[src/rtl/wdt_initlock_pkg.sv]
package wdt_initlock_pkg;
  localparam int unsigned ADDR_CTRL0 = 0;
  localparam int unsigned ADDR_CTRL1 = 1;
  localparam int unsigned BIT_FLAG   = 0;
  localparam int unsigned BIT_LOCK   = 1;
  localparam int unsigned BIT_IR     = 2;
  localparam int unsigned BIT_DR     = 3;
  localparam int unsigned BIT_ERR    = 8;
  localparam logic [3:0]  KEY_NIB    = 4'hF;

  typedef enum logic {PH_IDLE = 1'b0, PH_OPEN = 1'b1} phase_t;
endpackage

[src/rtl/wdt_access_seq.sv]
module wdt_access_seq
  import wdt_initlock_pkg::*;
#(
  parameter int unsigned DATA_W = 32,
  parameter int unsigned ADDR_W = 2,
  parameter int unsigned CNT_W  = 16,
  parameter logic [CNT_W-1:0] RLD_INIT = '1,
  parameter logic [CNT_W-1:0] TMO_PERIOD = 16'h0400
) (
  input  logic              clk,
  input  logic              rst,
  input  logic              we,
  input  logic [ADDR_W-1:0] addr,
  input  logic [DATA_W-1:0] wdata,
  output logic              flag_q,
  output logic              win_open,
  output logic              err_q,
  output logic              dr_q,
  output logic              ir_q,
  output logic [CNT_W-1:0]  reload_q,
  output logic              err_evt,
  output logic              load_evt,
  output logic [CNT_W-1:0]  load_val
);
  localparam int unsigned RLD_LSB = DATA_W - CNT_W;

  phase_t phase_q;
  logic wr0, wr1, key_ok, pw_ok, mod_ok, good_pw, good_mod;

  always_comb begin
    wr0      = we && (addr == ADDR_W'(ADDR_CTRL0));
    wr1      = we && (addr == ADDR_W'(ADDR_CTRL1));
    key_ok   = (wdata[7:4] == KEY_NIB);
    pw_ok    = key_ok && !wdata[BIT_LOCK] && (wdata[BIT_DR] == dr_q) && (wdata[BIT_IR] == ir_q);
    mod_ok   = key_ok && wdata[BIT_LOCK] && (wdata[BIT_DR:BIT_IR] == 2'b00);
    good_pw  = wr0 && (phase_q == PH_IDLE) && pw_ok;
    good_mod = wr0 && (phase_q == PH_OPEN) && mod_ok;
    err_evt  = wr0 && !good_pw && !good_mod;
    load_evt = good_mod;
    load_val = wdata[BIT_FLAG] ? wdata[DATA_W-1:RLD_LSB] : TMO_PERIOD;
  end

  assign win_open = (phase_q == PH_OPEN);

  always_ff @(posedge clk) begin
    if (rst) begin
      phase_q  <= PH_IDLE;
      flag_q   <= 1'b1;
      err_q    <= 1'b0;
      dr_q     <= 1'b0;
      ir_q     <= 1'b0;
      reload_q <= RLD_INIT;
    end else begin
      if (wr0) phase_q <= good_pw ? PH_OPEN : PH_IDLE;
      if (good_mod) begin
        flag_q   <= wdata[BIT_FLAG];
        reload_q <= wdata[DATA_W-1:RLD_LSB];
        err_q    <= 1'b0;
      end
      if (err_evt) err_q <= 1'b1;
      if (wr1 && !flag_q) begin
        dr_q <= wdata[BIT_DR];
        ir_q <= wdata[BIT_IR];
      end
    end
  end

  assert_window_closes_R3: assert property (@(posedge clk) disable iff (rst)
    (win_open && we && addr == ADDR_W'(ADDR_CTRL0)) |=> !win_open);
  assert_mirror_locked_R6: assert property (@(posedge clk) disable iff (rst)
    (we && addr == ADDR_W'(ADDR_CTRL1) && flag_q) |=> $stable({dr_q, ir_q}));
  assert_flag_needs_window_R7: assert property (@(posedge clk) disable iff (rst)
    !$stable(flag_q) |-> $past(win_open));
  assert_bad_write_keeps_reload_R5: assert property (@(posedge clk) disable iff (rst)
    err_evt |=> ($stable(reload_q) && $stable(flag_q) && err_q));
endmodule

[src/rtl/wdt_tmo_counter.sv]
module wdt_tmo_counter #(
  parameter int unsigned CNT_W = 16,
  parameter logic [CNT_W-1:0] CNT_INIT = '1
) (
  input  logic             clk,
  input  logic             rst,
  input  logic             load,
  input  logic [CNT_W-1:0] load_val,
  input  logic [CNT_W-1:0] period,
  output logic             expire
);
  logic [CNT_W-1:0] cnt_q;

  assign expire = (cnt_q == '0) && !load;

  always_ff @(posedge clk) begin
    if (rst)           cnt_q <= CNT_INIT;
    else if (load)     cnt_q <= load_val;
    else if (expire)   cnt_q <= period;
    else               cnt_q <= cnt_q - 1'b1;
  end

  assert_count_step_R8: assert property (@(posedge clk) disable iff (rst)
    (!load && cnt_q != '0) |=> (cnt_q == $past(cnt_q) - 1'b1));
  assert_load_value_R9: assert property (@(posedge clk) disable iff (rst)
    load |=> (cnt_q == $past(load_val)));
endmodule

[src/rtl/wdt_initlock.sv]
module wdt_initlock
  import wdt_initlock_pkg::*;
#(
  parameter int unsigned DATA_W = 32,
  parameter int unsigned ADDR_W = 2,
  parameter int unsigned CNT_W  = 16,
  parameter logic [CNT_W-1:0] RLD_INIT = '1,
  parameter logic [CNT_W-1:0] TMO_PERIOD = 16'h0400
) (
  input  logic              clk,
  input  logic              rst,
  input  logic              reg_we,
  input  logic [ADDR_W-1:0] reg_addr,
  input  logic [DATA_W-1:0] reg_wdata,
  output logic [DATA_W-1:0] reg_rdata,
  output logic              prot_lock,
  output logic              rst_req
);
  localparam int unsigned RLD_LSB = DATA_W - CNT_W;

  logic flag_q, win_open, err_q, dr_q, ir_q, err_evt, load_evt, expire;
  logic [CNT_W-1:0] reload_q, load_val, period;
  logic [DATA_W-1:0] rd_next;

  wdt_access_seq #(
    .DATA_W(DATA_W), .ADDR_W(ADDR_W), .CNT_W(CNT_W),
    .RLD_INIT(RLD_INIT), .TMO_PERIOD(TMO_PERIOD)
  ) u_seq (
    .clk(clk), .rst(rst), .we(reg_we), .addr(reg_addr), .wdata(reg_wdata),
    .flag_q(flag_q), .win_open(win_open), .err_q(err_q), .dr_q(dr_q), .ir_q(ir_q),
    .reload_q(reload_q), .err_evt(err_evt), .load_evt(load_evt), .load_val(load_val)
  );

  assign period = flag_q ? reload_q : TMO_PERIOD;

  wdt_tmo_counter #(.CNT_W(CNT_W), .CNT_INIT(RLD_INIT)) u_cnt (
    .clk(clk), .rst(rst), .load(load_evt), .load_val(load_val),
    .period(period), .expire(expire)
  );

  always_comb begin
    rd_next = '0;
    if (reg_addr == ADDR_W'(ADDR_CTRL0)) begin
      rd_next[BIT_FLAG]          = flag_q;
      rd_next[BIT_LOCK]          = !win_open;
      rd_next[BIT_ERR]           = err_q;
      rd_next[DATA_W-1:RLD_LSB]  = reload_q;
    end else if (reg_addr == ADDR_W'(ADDR_CTRL1)) begin
      rd_next[BIT_DR] = dr_q;
      rd_next[BIT_IR] = ir_q;
    end
  end

  always_ff @(posedge clk) begin
    if (rst) begin
      reg_rdata <= '0;
      rst_req   <= 1'b0;
    end else begin
      reg_rdata <= rd_next;
      rst_req   <= err_evt || expire;
    end
  end

  assign prot_lock = flag_q;

  assert_error_requests_reset_R5: assert property (@(posedge clk) disable iff (rst)
    err_evt |=> rst_req);
  assert_lock_held_R7: assert property (@(posedge clk) disable iff (rst)
    !(reg_we && reg_addr == ADDR_W'(ADDR_CTRL0)) |=> $stable(prot_lock));
endmodule

[config.mk]
export PLATFORM = sky130hd
export DESIGN_NAME = wdt_initlock
export DESIGN_NICKNAME = d
export VERILOG_FILES = /design/src/rtl/wdt_initlock_pkg.sv /design/src/rtl/wdt_access_seq.sv /design/src/rtl/wdt_tmo_counter.sv /design/src/rtl/wdt_initlock.sv
export SDC_FILE = /design/constraint.sdc
export NUM_CORES = 1
export LEC_CHECK = 0
export BUFFER_PORTS_ARGS = -buffer_cell sky130_fd_sc_hd__clkbuf_2
export CAP_MARGIN = 0
export CORE_MARGIN = 2
export CORE_UTILIZATION = 56
export CTS_CLUSTER_SIZE = 24
export DETAILED_ROUTE_END_ITERATION = 10
export GPL_TIMING_DRIVEN = 1
export PLACE_DENSITY = 0.91
export SLEW_MARGIN = 30
export SYNTH_ARGS = -nofsm -noshare
export SYNTH_HDL_FRONTEND = slang
export SYNTH_SLANG_ARGS = --single-unit
[constraint.sdc]
create_clock -name clk -period 4.9 [get_ports clk]
set_input_delay 0 -clock clk [delete_from_list [all_inputs] [get_ports clk]]
set_output_delay 0 -clock clk [all_outputs]
set_load 0.03 [all_outputs]
Word level (Yosys, flattened, before mapping)
Cells that the tools add are included.

word-level totals
  bits in registers = 70
  input bits = 37

cells by class
  $add $sub $neg = 1
  equality and inequality tests = 4
  mux-type cells = 7
  bitwise operators = 3
  reductions and logical operators = 27

operator list
  operator                                                               number
  16-bit 2-to-1 mux                                                      4
  16-bit logical NOT                                                     1
  16-bit by 1-bit subtractor with 16-bit output, second input constant   1
  1-bit logical AND                                                      15
  1-bit logical NOT                                                      5
  4-bit equality test, second input constant                             1
  2-bit logical NOT                                                      2
  1-bit 2-to-1 mux                                                       3
  1-bit NOT                                                              3
  3-bit OR reduction                                                     1
  1-bit equality test                                                    2
  2-bit by 1-bit equality test with 1-bit output, second input constant  1
  2-bit nonzero test                                                     1
  2-bit OR reduction                                                     1
  1-bit logical OR                                                       1

Depth between registers and ports, before layout
  depth after elaboration = 9
  gate-level depth with buffers = 7
  gate-level depth less buffers = 7

Modules after synthesis
Synthesis repeated with hierarchy kept, for this count alone.

unflattened totals
  cells, all modules = 312
  area, all modules = 3042.9 µm²

by module, submodules not included
  module           times used  cells each  area an instance (µm²)  sequential area each (µm²)
  wdt_access_seq   1           117         1037.2                  420.4
  wdt_initlock     1           79          1028.5                  440.4
  wdt_tmo_counter  1           116         977.2                   320.3

Worst setup path before layout
No wires, ideal clock.

  path kind = register to register
  start = reg u_cnt.cnt_q[4]
  end = reg u_cnt.cnt_q[11]
  setup time = 0.074 ns
  data arrival time = 2.138 ns
  path slack = 2.687 ns
  stages on the path, launching flop included = 8
  path buffers = 2
  path through = dfxtp_1 > or4_4 > buf_6 > nor4_4 > and3_1 > buf_6 > mux2_2 > o21ai_0

on the way
  cells in the longest elaborated chain, start to end = 4
  elaborated cells between the ends (all ways) = 5
  classes of those cells = add/sub: 1; mux: 2; reduce/logical: 2

ends and longest elaborated chain
  what                                                                                   line                   text
  start: declaration                                                                     wdt_tmo_counter.sv:12  logic [CNT_W-1:0] cnt_q;
  start signal: assignment                                                               wdt_tmo_counter.sv:18  else if (load) cnt_q <= load_val;
  start signal: assignment                                                               wdt_tmo_counter.sv:19  else if (expire) cnt_q <= period;
  start signal: assignment                                                               wdt_tmo_counter.sv:20  else cnt_q <= cnt_q - 1'b1;
  branches (longest 2 deep; another with 16-bit by 1-bit subtractor with 16-bit output)  --
  16-bit 2-to-1 mux *                                                                    wdt_tmo_counter.sv:19
  16-bit 2-to-1 mux *                                                                    wdt_tmo_counter.sv:18

Every way passes the cells marked *.
A chain may end at the register's enable or synchronous reset.

Worst setup path in the final report
Same ends and word-level chain as after synthesis.

==> impl_metrics.toml <==
[yosys]
synth_area_leaders = "dfxtp_1 (44%), nand2_1 (6.2%), nand3b_1 (4.7%)"
ys.flop_type = "dfxtp_1"
ys_seq_area_frac = 0.437
synth_async_sr_flop_share = 0
synth_top_area_cell = "dfxtp_1"
synth_edf_count = 0
synth.avg_cell_area_um2 = 8.87
ys_types = 51
yosysMostFrequentCell = "dfxtp_1"
netlist_area_mm2 = 0.00271
synth_common_cells = "dfxtp_1 (59), nand2_1 (45), and2_1 (19)"
syn_inst = 305
yosysTopAreaCellShare = 0.437
ys_warn_count = 0
synth_seq_cells = 59

[detailed_routing]
top_layer = "met4"
via_per_inst = 5.57
vias = 2379
wl_met3_um = 376
wire_per_inst_um = 14.5
drt-met1-wl_mm = 2.64
postRouteAntennaNets = 0
wl_met2_mm = 3.01
drtPass1Iterations = 4
drt_wl_total_mm = 6.17
drc_errors = 0
dr.first_iter.drc_count = 99

[die]
core_mm2 = 0.00469
row_count = 25
initial_core_util = 0.577
die-area_mm2 = 0.00540
chipHeight_um = 73.5
ios = 71
die_w_um = 73.5

[setup_path]
reg2reg_from = "u_cnt.cnt_q[4]"
arrival_ns = 2.81
reg2reg_depth = 5
cp-end-kind = "flop"
required_ns = 5.16
timing.rr.end = "u_cnt.cnt_q[11]"
crit_type = "flop to flop"
path_max_fanout = 9
regToRegSetupSlack_ns = 2.35
critical_path.startpoint_type = "flop"

[sta]
tightest_slew_ns = 0.771
hold_violations = 0
skew_ns = 0.00482
max_freq_mhz = 393
min_period_over_period = 0.519
finalSetupViolCount = 0
period_minus_slack_ns = 2.55
holdWs_ns = 0.108
fin_tns_setup_ns = 0
slew_violations = 0
rsz0062_at_grt = "false"
slew_headroom = 0.481

[status]
status = "completed"

[min_path]
hold_depth = 3
min_path_type = "input port to flop"
hold_end = "reg_rdata[3]"
hold_start = "reg_addr[1]"

[clock_tree]
cts_setup_buffers = 0
cts_sinks = 59
path_clk_slew_ns = 0.06
clockBufferDepth = 2
cts_buffers = 9
clkLatencyLatePin_ns = 0.33
cts_tree = "built"
root_buffer = "clkbuf_8"
htree_levels = 3

[power_and_ir_drop]
power.density_mw_per_mm2 = 343
peakVddDrop_uv = 250
p_leak_uw = 0.00153

[final_layout]
fin_cells = 427
drive_gt1_frac = 0.217
fillers = 342
multiInputGateArea_mm2 = 0.00134
regArea_mm2 = 0.00118
final_cell_area_mm2 = 0.00335
nets = 406
area_delta_synth_final_pct = 23.7
num_antenna_cells = 0

[global_route]
grt_pass1_vias = 2165
grt_max_degree = 43
grtUsageTotal = 0.241
antenna_found_initial = 0
grt_first_pass_wirelength_mm = 9.93
overflow = 0

[place]
dp.cells = 390
gp_congestion = 0.867
hpwl_mm = 3.94
postPlaceCellArea_mm2 = 0.00287
io_buffers = 51

[job]
cap_violations = 0
[layout by cell type (no fill, tap or decap), drive strengths merged, types with 4 or more instances in the layout]
cell         count
a211o            4
a211oi           5
a21oi           12
a31oi           11
and2            19
and3             4
clkbuf          63
conb            11
dfxtp           59
dlygate4sd3     21
inv              6
mux2i            5
nand2           45
nand3b          17
nor2            16
nor3             8
nor4             9
o21ai           11
or4              4
xnor2            5
[cell families after synthesis]
logic type | after synthesis | synth area share
other | 1 | 0.00139
and+or+nand+nor | 138 | 0.290
AOI/OAI and AO/OA | 56 | 0.135
xor gates and xnor gates | 7 | 0.0227
DFF | 59 | 0.437
muxes | 6 | 0.0227
adders and majority gates | 1 | 0.00462
buffers and inverters | 37 | 0.0874
[layout make-up]
cell class / count / share of cell area
Clock buffer: 12 / 0.0493
Clock inverter: 4 / 0.0284
Inverter: 6 / 0.00673
Multi-Input combinational cell: 219 / 0.401
Sequential cell: 59 / 0.353
Tap cell: 54 / 0.0202
Timing Repair Buffer: 73 / 0.141
[metal layers]
| metal | GRT usage | vias to the layer above |
|---|---|---|
| li1 | - | 1172 |
| met1 | 0.290 | 1103 |
| met2 | 0.403 | 88 |
| met3 | 0.0686 | 16 |
| met4 | 0.0970 | 0 |
| met5 | 0 | - |
[critical path, stage by stage (launching register included)]
cell and delay [ns]:
dfxtp_1 0.33, or4_4 0.62, nor4_4 0.51, and3_1 0.51, mux2_2 0.38, o21ai_0 0.12
[registers in the layout, indices dropped and copies added (netlist names)]
register,count
u_cnt.cnt_q,16
reg_rdata,21
u_seq.err_q,1
u_seq.dr_q,1
u_seq.flag_q,1
u_seq.reload_q,16
u_seq.win_open,1
u_seq.ir_q,1
rst_req,1
[timing repair]
action / 4_1_cts / 5_1_grt
resized for setup: 0 / 0
hold buffers: 21 / 0
hold endpoints to repair: 37 / 0
[metrics by stage]
step / utilization / setup WS, ns / power, uW
after floorplan: - / 2.69 / 562
after global placement: 0.612 / 2.42 / 580
after detailed placement: 0.612 / 2.36 / 582
after CTS: 0.712 / 2.34 / 1160
after global routing: 0.713 / 2.19 / 1180
final: 0.713 / 2.35 / 1150
[where the power goes]
part / internal, uW / total (uW) / switching [uW]
combinational: 37.4 / 91.4 / 54.0
sequential: 489 / 495 / 5.74
clock: 379 / 561 / 182
total: 905 / 1150 / 242
[worst max path at each step]
stage,startpoint,endpoint,slack [ns],cells past startpoint
6_report,u_cnt.cnt_q[4],u_cnt.cnt_q[11],2.35,5
2_1_floorplan,u_cnt.cnt_q[4],u_cnt.cnt_q[11],2.69,7
3_5_place_dp,u_cnt.cnt_q[4],u_cnt.cnt_q[11],2.36,5
4_1_cts,u_cnt.cnt_q[4],u_cnt.cnt_q[11],2.34,5
3_3_place_gp,u_cnt.cnt_q[4],u_cnt.cnt_q[11],2.42,5
5_1_grt,u_cnt.cnt_q[4],u_cnt.cnt_q[11],2.19,5
Power figures use the tool's default switching activity.
